File: src/rtl/ssi_pkg.sv
package ssi_pkg;
  localparam int ACC_W      = 16;
  localparam int NB_W       = 7;
  localparam int MAX_BITS   = 64;
  localparam int TSEL_LSB   = 12;
  localparam int TSEL_W     = 3;
  localparam int GEN_BIT    = 8;
  localparam int TEN_BIT    = 9;
  localparam int INC_LSB    = 16;
  localparam int CH_SPAN    = 4;
  localparam int REG_LO     = 0;
  localparam int REG_HI     = 1;
  localparam int REG_CTRL   = 2;
  localparam logic [31:0] CTRL_MASK = 32'hFFFF_737F;

  typedef enum logic [1:0] {ST_IDLE, ST_SHIFT, ST_GAP} ch_state_e;
endpackage

File: src/rtl/ssi_phase_acc.sv
module ssi_phase_acc #(
  parameter int ACC_W = 16
) (
  input  logic             clk_i,
  input  logic             rst_ni,
  input  logic             clr_i,
  input  logic             run_i,
  input  logic [ACC_W-1:0] inc_i,
  output logic             tick_o
);
  logic [ACC_W-1:0] acc_q;
  logic [ACC_W:0]   sum;

  assign sum    = {1'b0, acc_q} + {1'b0, inc_i};
  assign tick_o = run_i & sum[ACC_W];

  always_ff @(posedge clk_i or negedge rst_ni) begin
    if (!rst_ni)     acc_q <= '0;
    else if (clr_i)  acc_q <= '0;
    else if (run_i)  acc_q <= sum[ACC_W-1:0];
  end
endmodule

File: src/rtl/ssi_chan.sv
module ssi_chan
  import ssi_pkg::*;
#(
  parameter int MONO_CYCLES = 40
) (
  input  logic                clk_i,
  input  logic                rst_ni,
  input  logic                start_i,
  input  logic [ACC_W-1:0]    inc_i,
  input  logic [NB_W-1:0]     nbits_i,
  input  logic                sdata_i,
  output logic                sclk_o,
  output logic                busy_o,
  output logic [MAX_BITS-1:0] word_o
);
  localparam int GAP_W = $clog2(MONO_CYCLES + 1);

  ch_state_e           state_q;
  logic [NB_W-1:0]     left_q;
  logic [NB_W-1:0]     nb_eff;
  logic [MAX_BITS-1:0] sr_q;
  logic [MAX_BITS-1:0] sr_nx;
  logic [GAP_W-1:0]    gap_q;
  logic                tick;

  assign nb_eff = (nbits_i > NB_W'(MAX_BITS)) ? NB_W'(MAX_BITS) : nbits_i;
  assign sr_nx  = {sr_q[MAX_BITS-2:0], sdata_i};
  assign busy_o = (state_q != ST_IDLE);

  ssi_phase_acc #(.ACC_W(ACC_W)) i_acc (
    .clk_i  (clk_i),
    .rst_ni (rst_ni),
    .clr_i  (state_q == ST_IDLE),
    .run_i  (state_q == ST_SHIFT),
    .inc_i  (inc_i),
    .tick_o (tick)
  );

  always_ff @(posedge clk_i or negedge rst_ni) begin
    if (!rst_ni) begin
      state_q <= ST_IDLE;
      sclk_o  <= 1'b1;
      left_q  <= '0;
      sr_q    <= '0;
      word_o  <= '0;
      gap_q   <= '0;
    end else begin
      unique case (state_q)
        ST_IDLE: begin
          sclk_o <= 1'b1;
          if (start_i && nb_eff != '0) begin
            state_q <= ST_SHIFT;
            left_q  <= nb_eff;
            sr_q    <= '0;
          end
        end
        ST_SHIFT: begin
          if (tick) begin
            if (sclk_o) begin
              sclk_o <= 1'b0;
            end else begin
              // rising edge: sample
              sclk_o <= 1'b1;
              sr_q   <= sr_nx;
              left_q <= left_q - 1'b1;
              if (left_q == NB_W'(1)) begin
                word_o  <= sr_nx;
                state_q <= ST_GAP;
                gap_q   <= '0;
              end
            end
          end
        end
        ST_GAP: begin
          if (gap_q == GAP_W'(MONO_CYCLES - 1)) state_q <= ST_IDLE;
          else                                  gap_q   <= gap_q + 1'b1;
        end
        default: state_q <= ST_IDLE;
      endcase
    end
  end
endmodule

File: src/rtl/ssi_master.sv
module ssi_master
  import ssi_pkg::*;
#(
  parameter int NUM_CH      = 2,
  parameter int NUM_TIMERS  = 5,
  parameter int CLK_HZ      = 200_000_000,
  parameter int DEF_RATE_HZ = 500_000,
  parameter int MONO_CYCLES = 40,
  localparam int AW         = $clog2(NUM_CH * CH_SPAN + 1)
) (
  input  logic                  clk_i,
  input  logic                  rst_ni,
  input  logic                  reg_we_i,
  input  logic [AW-1:0]         reg_addr_i,
  input  logic [31:0]           reg_wdata_i,
  output logic [31:0]           reg_rdata_o,
  input  logic [NUM_TIMERS-1:0] timer_strobe_i,
  output logic [NUM_CH-1:0]     ssi_clk_o,
  input  logic [NUM_CH-1:0]     ssi_data_i
);
  localparam int          GLOBAL_ADDR = NUM_CH * CH_SPAN;
  localparam logic [63:0] DEF_INC     = (64'd65536 * 64'(DEF_RATE_HZ)) / 64'(CLK_HZ);
  localparam logic [31:0] CTRL_RST    = {DEF_INC[15:0], 16'h0000};

  logic                          glob_wr;
  logic [NUM_CH-1:0]             busy_w;
  logic [31:0]                   ctrl_w [NUM_CH];
  logic [MAX_BITS-1:0]           word_w [NUM_CH];
  logic [NUM_CH*32-1:0]          ctrl_flat;
  logic [NUM_CH*MAX_BITS-1:0]    word_flat;

  assign glob_wr = reg_we_i && (reg_addr_i == AW'(GLOBAL_ADDR));

  for (genvar ch = 0; ch < NUM_CH; ch++) begin : g_ch
    logic [31:0]       ctrl_q;
    logic              tim_hit;
    logic              start;
    logic [TSEL_W-1:0] tsel;

    assign tsel = ctrl_q[TSEL_LSB +: TSEL_W];

    always_ff @(posedge clk_i or negedge rst_ni) begin
      if (!rst_ni) ctrl_q <= CTRL_RST;
      else if (reg_we_i && reg_addr_i == AW'(ch * CH_SPAN + REG_CTRL))
        ctrl_q <= reg_wdata_i & CTRL_MASK;
    end

    always_comb begin
      tim_hit = 1'b0;
      for (int t = 0; t < NUM_TIMERS; t++)
        if (tsel == TSEL_W'(t)) tim_hit = timer_strobe_i[t];
    end

    assign start = (glob_wr & ctrl_q[GEN_BIT]) | (ctrl_q[TEN_BIT] & tim_hit);

    ssi_chan #(.MONO_CYCLES(MONO_CYCLES)) i_chan (
      .clk_i   (clk_i),
      .rst_ni  (rst_ni),
      .start_i (start),
      .inc_i   (ctrl_q[INC_LSB +: ACC_W]),
      .nbits_i (ctrl_q[NB_W-1:0]),
      .sdata_i (ssi_data_i[ch]),
      .sclk_o  (ssi_clk_o[ch]),
      .busy_o  (busy_w[ch]),
      .word_o  (word_w[ch])
    );

    assign ctrl_w[ch]                         = ctrl_q;
    assign ctrl_flat[ch*32 +: 32]             = ctrl_q;
    assign word_flat[ch*MAX_BITS +: MAX_BITS] = word_w[ch];
  end

  always_comb begin
    reg_rdata_o = '0;
    if (reg_addr_i == AW'(GLOBAL_ADDR)) reg_rdata_o = 32'(busy_w);
    for (int c = 0; c < NUM_CH; c++) begin
      if (reg_addr_i == AW'(c * CH_SPAN + REG_LO))   reg_rdata_o = word_w[c][31:0];
      if (reg_addr_i == AW'(c * CH_SPAN + REG_HI))   reg_rdata_o = word_w[c][63:32];
      if (reg_addr_i == AW'(c * CH_SPAN + REG_CTRL)) reg_rdata_o = ctrl_w[c];
    end
  end
endmodule

File: config.mk
export PLATFORM = sky130hd
export DESIGN_NAME = ssi_master
export DESIGN_NICKNAME = d
export VERILOG_FILES = /design/src/rtl/ssi_pkg.sv /design/src/rtl/ssi_phase_acc.sv /design/src/rtl/ssi_chan.sv /design/src/rtl/ssi_master.sv
export SDC_FILE = /design/constraint.sdc
export NUM_CORES = 1
export LEC_CHECK = 0
export BUFFER_PORTS_ARGS = -buffer_cell sky130_fd_sc_hd__buf_2
export CAP_MARGIN = 10
export CORE_MARGIN = 1
export CORE_UTILIZATION = 58
export DETAILED_ROUTE_END_ITERATION = 16
export GPL_TIMING_DRIVEN = 1
export PLACE_DENSITY = 0.74
export SYNTH_ARGS = -nofsm -noshare
export SYNTH_HDL_FRONTEND = slang
export SYNTH_SLANG_ARGS = --single-unit
File: constraint.sdc
create_clock -name clk_i -period 5.95 [get_ports clk_i]
set_clock_uncertainty 0.05 [all_clocks]
set_input_delay 0.8925 -clock clk_i [delete_from_list [all_inputs] [get_ports clk_i]]
set_output_delay 0.8925 -clock clk_i [all_outputs]
set_load 0.01 [all_outputs]
# After elaboration in Yosys (flattened, before gate mapping)
# Cells that the tools add are included.
# W data, S select, Z words.
[word_totals]
out_inout_bits = 34
ramBits = 0
latchBits = 0
elab_cells = 163
regBits = 374
in_bits = 46
romBits = 0
mem_count = 0
[op_classes]
magnitude_cmp = 2
n_shift = 0
n_eq_ne = 34
muxes = 67
n_bitwise = 10
div = 0
n_mul = 0
addsub = 6
n_reduce_logical = 28
[ops]
columns = ["cell", "count"]
rows = [
  ["$mux W63", 6],
  ["$pmux W63 S2", 2],
  ["$mux W32", 6],
  ["$mux W16", 4],
  ["$mux W7", 8],
  ["$mux W6", 8],
  ["$add A16 B16 Y17", 2],
  ["$pmux W7 S2", 2],
  ["$pmux W6 S2", 2],
  ["$mux W2", 11],
  ["$reduce_and A5 Y1", 4],
  ["$ne A2 B1 Y1 const B", 8],
  ["$reduce_and A4 Y1", 4],
  ["$eq A7 B1 Y1 const B", 2],
  ["$gt A7 B7 Y1 const B", 2],
  ["$mux W1", 14],
  ["$reduce_bool A7 Y1", 2],
  ["$sub A7 B1 Y7 const B", 2],
  ["$add A6 B1 Y6 const B", 2],
  ["$eq A3 B2 Y1 const B", 4],
  ["$eq A4 B3 Y1 const B", 3],
  ["$eq A6 B6 Y1 const B", 2],
  ["$pmux W2 S3", 2],
  ["$reduce_bool A2 Y1", 6],
  ["other kinds (17)", 39],
]

# Depth between registers and ports, before layout
[depth]
depth_word = 11
ltp_mapped = 12
depth_no_buf = 9

# By module
# From an unflattened synthesis, not the netlist that was laid out.
[hier_totals]
hier_cells = 1961
hier_area_um2 = 19244.7
[modules_own_cells]
columns = ["mod", "seq_area_each_um2", "area_each_um2", "cells_each", "n_inst"]
rows = [
  ["ssi_chan", 3579.7, 6049.6, 595, 2],
  ["ssi_master", 1411.4, 4235.3, 453, 1],
  ["ssi_phase_acc", 400.4, 1455.1, 159, 2],
]

# Worst setup path after synthesis
# OpenSTA, ideal clock, no wires.
[synth_path]
path_type = "register -> register"
from = "register g_ch[1].ctrl_q[16]"
to = "register g_ch[1].i_chan.word_o[59]"
stages_incl_launch_ff = 13
setup_time_ns = 0.125
setup_slack_ns = 2.782
path_buffers = 3
period_less_slack_ns = 3.168
t_required_ns = 5.775
arrival_time_ns = 2.993
cell_sequence = "dfstp_2 > ha_1 > inv_1 > fa_1 > nand2b_1 > a21oi_1 > o2111ai_1 > a21o_1 > buf_2 > nor3_2 > buf_2 > buf_4 > mux2_2"
[synth_between]
elab_chain_len = 3
[synth_rtl]
columns = ["element", "line_no", "source"]
rows = [
  ["start, declared", "ssi_master.sv:35", "logic [31:0] ctrl_q;"],
  ["start signal, assigned", "ssi_master.sv:45", "ctrl_q <= reg_wdata_i & CTRL_MASK;"],
  ["$add A16 B16 Y17", "ssi_phase_acc.sv:14", "assign sum = {1'b0, acc_q} + {1'b0, inc_i};"],
  ["$and A1 B1 Y1", "ssi_phase_acc.sv:15", "assign tick_o = run_i & sum[ACC_W];"],
  ["$reduce_and A4 Y1 (no line)", "--", ""],
  ["end signal, assigned", "ssi_chan.sv:67", "word_o <= sr_nx;"],
  ["end, declared", "ssi_chan.sv:14", "output logic [MAX_BITS-1:0] word_o"],
]
# Every way passes these cells.
# A chain may end at the register's enable or synchronous reset.

# Worst setup path after layout
[layout_path]
from = "input reg_addr_i[3]"
to = "output reg_rdata_o[17]"
[layout_between]
elab_chain_len = 7
word_cells_on_any_way = 12
classes_between = "eq/ne (5); mux (6); reduce/logical (1)"
[layout_rtl]
columns = ["element", "line_no", "source"]
rows = [
  ["start, declared", "ssi_master.sv:14", "input logic [AW-1:0] reg_addr_i,"],
  ["$logic_not A4 Y1", "ssi_master.sv:77", "if (reg_addr_i == AW'(c * CH_SPAN + REG_LO)) reg_rdata_o = word_w[c][31:0];"],
  ["$mux W32", "ssi_master.sv:77", ""],
  ["$mux W32", "ssi_master.sv:78", "if (reg_addr_i == AW'(c * CH_SPAN + REG_HI)) reg_rdata_o = word_w[c][63:32];"],
  ["$mux W32", "ssi_master.sv:79", "if (reg_addr_i == AW'(c * CH_SPAN + REG_CTRL)) reg_rdata_o = ctrl_w[c];"],
  ["$mux W32", "ssi_master.sv:77", ""],
  ["$mux W32", "ssi_master.sv:78", ""],
  ["$mux W32 *", "ssi_master.sv:79", ""],
  ["end, declared", "ssi_master.sv:16", "output logic [31:0] reg_rdata_o,"],
]
# Mark *: on every way between the ends. The rest lies on a longest branch, timed or not.

==> out/results.tsv <==
metric	value	unit
status	complete, no violations	
RSZ-0062 raised after global routing	false	
post-cts sizing count	0	
RePlAce Congestion	0.863	
Rel. slew slack	35.2	%
Initial Utilization	59.4	%
mux cell area share after synthesis	12.4	%
DR iter-0 viols	1076	
CP bufs+invs	4	
synth top area cells	dfrtp_1, mux2_2, nand2_1, o21ai_0, mux2_1	
CTS tree	built	
VDD IR max	0.000315	V
crit path capture type	primary output	
syn_nets	1733	
Pleak	8.98	nW
Largest stage delay, worst path	0.62	ns
Nets	1767	
CTS Hold Bufs	0	
Synth area leader	dfrtp_1	
Slew @ Worst Pin	0.972	ns
crit start category	primary input	
H-tree depth	2	
later-pin clock latency in the skew report	0.53	ns
Synth Area in XOR/XNOR	1.04	%
CP cell instances	buf_2 > nand2b_1 > or3_1 > buf_4 > nand2_1 > buf_4 > a221oi_1 > o21ai_0 > buf_2	
drt total wl	43900	microns
distinct cell type count after synthesis	72	
Post CTS Setup Buffer Count	0	
yosys warns	0	
Seq pwr share	39.8	%
WL per Instance	20.9	microns
Adder-Cell Fraction of Synth Area	2.90	%
Clock power frac	27.6	%
die width	177	microns
Post-synth EDFFs	0	
DRC	0	
synthesized cell area	0.0177	sq mm
vias in the first global route	13100	
Clock Sinks	374	
Cells after Synth	1647	
first-pass GRT wire length	70700	microns
Slowest cell on crit path	o21ai_0	
final-report max-slew violation count	0	
kind of critical path	in2out	
Clock transition at path regs	0.06	ns
compound-gate portion of the synthesized area	17.2	%
Sw Pwr	0.00314	W
Int Pwr	0.00533	W
Final HPWL DP	27800	microns
Tcrit/Tclk final	71.0	%
final core utilization	65.8	%
Hold Fails Final Rpt	0	
total power per unit cell area	431	mW/mm^2
commonest non-fill, non-tap cell in the layout	dfrtp_1	
simple-gate portion of the synthesized area	10.1	%
initial antenna violation count	0	
row cnt	63	
path length in cells of the critical path	9	
Post-synth top flop	dfrtp_1	
area grow syn2layout	10.7	%
syn_area_per_cell	10.8	sq um
IO Pins	80	
Comb power frac	32.6	%
largest family of logic cells by synthesized area	compound AO/OA/AOI/OAI gates	
Sw Share	37.0	%
Die Area	0.0313	sq mm
total global-route track usage	28.8	%
CP top delay family	buffers and inverters	
flops & latches, synth	374	
Vias	13400	
PortBufs	75	
Inserted Clock Buffers	39	
final period demand of the worst path	4.22	ns
sequential share of the synthesized area	52.8	%
drt first pass iters	5	
Max Cap Violations	0	
core area	0.0299	sq mm
worst min path class	in2async	
area share of the largest cell type after synthesis	51.3	%
total negative slack	0	ns
Worst Path Required	5.01	ns
Final setup violation count	0	
total inserted antenna cells	0	
Vias/cell	6.37	
Max Freq	237	MHz
deepest clock path buffer count	3	
ys async rst share	100	%
highest-count cells in the layout ignoring fill and taps	dfrtp_1, nand2_1, o21ai_0	
share of layout cells above drive strength 1	18.7	%
critical path arrival	3.28	ns
clk root buf	clkbuf_16	
worst-case reg-to-reg path depth	11	
global-route congestion overflow total	0	
crit-path max FO	21	
Die Span Y	177	microns
maximum number of pins on one net before global-route repair	114	
post-route ant nets	0	
metal layers:
| layer | vias to the layer above | GRT usage [%] | share of wire [%] |
|---|---|---|---|
| li1 | 6077 | - | - |
| met1 | 6809 | 40.6 | 43 |
| met2 | 412 | 46.1 | 48 |
| met3 | 63 | 5.05 | 6.4 |
| met4 | 0 | 7.44 | 2.0 |
| met5 | - | 0 | 0 |
stage by stage:
| step | instance area [sq um] | total power (W) | hold WS, ns | worst slack [ns] | cells |
|---|---|---|---|---|---|
| 3_3_place_gp | 18500 | 0.00600 | 0.415 | 1.93 | 2030 |
| 4_1_cts | 19700 | 0.00847 | 0.389 | 1.86 | 2098 |
| 3_5_place_dp | 18500 | 0.00612 | 0.426 | 1.90 | 2030 |
| 2_1_floorplan | 17700 | 0.00536 | 0.400 | 2.78 | 1647 |
| 5_1_grt | 19700 | 0.00895 | 0.412 | 1.61 | 2098 |
| 6_report | 19700 | 0.00847 | 0.338 | 1.73 | 2098 |
flip-flops by register name, indices dropped and copies added (netlist names):
| signal | count |
|---|---|
| g_ch.i_chan.word_o | 128 |
| g_ch.i_chan.sr_q | 126 |
| g_ch.ctrl_q | 56 |
| g_ch.i_chan.i_acc.acc_q | 32 |
| g_ch.i_chan.left_q | 14 |
| g_ch.i_chan.gap_q | 12 |
| g_ch.i_chan.state_q | 4 |
| g_ch.i_chan.sclk_o | 2 |
power by group through the flow:
stage / registers, W / clock network [W] / logic (W)
2_1_floorplan: 0.00325 / 0 / 0.00211
3_3_place_gp: 0.00338 / 0 / 0.00263
3_5_place_dp: 0.00340 / 0 / 0.00272
4_1_cts: 0.00336 / 0.00237 / 0.00274
5_1_grt: 0.00342 / 0.00248 / 0.00306
6_report: 0.00337 / 0.00234 / 0.00276
worst register-to-register path, stage by stage (launching register included):
cell	delay, ns
dfstp_2	0.38
ha_1	0.23
inv_1	0.09
fa_1	0.19
and2b_1	0.21
o211a_1	0.25
o21a_1	0.29
a2111oi_4	0.79
buf_4	0.24
or3_1	0.68
buf_4	0.40
o21ai_0	0.15
Yosys cell counts, types with 5 or more instances:
library cell	instances
mux2_1	60
clkbuf_1	82
dfstp_2	10
a22oi_1	46
a22o_1	7
buf_6	6
nor4_1	7
dfrtp_1	364
nand2b_1	11
nand3_1	21
a21o_1	8
nor2b_1	10
buf_2	15
o21ai_1	11
o22ai_1	24
ha_1	38
nor2_1	33
a21oi_1	43
or3_1	11
nand2_1	242
xor2_1	8
a31oi_1	8
o21ai_0	175
and3_1	12
o31ai_1	71
a221oi_1	22
inv_1	35
mux2i_1	8
mux2_2	128
xnor2_1	13
nor3_1	16
o211ai_1	11
nand4_1	9
nor3b_1	5
path summary, 6_finish.rpt:
path                            slack, ns                                    end                           startpoint
worst max-delay path                 1.73                        reg_rdata_o[17]                        reg_addr_i[3]
max in group asynchronous            4.18         g_ch[0].ctrl_q[12]$_DFFE_PN0P_                               rst_ni
worst min-delay path                 0.34    g_ch[1].i_chan.gap_q[3]$_DFFE_PN0P_                               rst_ni
worst max register to register       1.86    g_ch[0].i_chan.sr_q[51]$_DFFE_PN0P_       g_ch[0].ctrl_q[16]$_DFFE_PN1P_
worst min register to register       0.43  g_ch[0].i_chan.word_o[62]$_DFFE_PN0P_  g_ch[0].i_chan.sr_q[61]$_DFFE_PN0P_
min in group clk_i                   0.43  g_ch[0].i_chan.word_o[62]$_DFFE_PN0P_  g_ch[0].i_chan.sr_q[61]$_DFFE_PN0P_
layout make-up:
type                       count  area, sq um
tap                          390          488
fill                        2250        10200
sequential                   374         9370
multi-input combinational   1128         7810
clock buffer                  58         1120
timing repair buffer         103          646
inverter                      35          131
clock inverter                10         86.3
kinds of logic (layout without fill, tap and decap cells):
| group | count (synthesis) | in the layout |
|---|---|---|
| AO/OA/AOI/OAI | 473 | 473 |
| AND/OR/NAND/NOR | 398 | 398 |
| flip-flops | 374 | 374 |
| multiplexers | 196 | 196 |
| buffers and inverters | 145 | 206 |
| adder cells (fa/ha/maj) | 40 | 40 |
| XOR/XNOR | 21 | 21 |
Power figures use the tool's default switching activity.
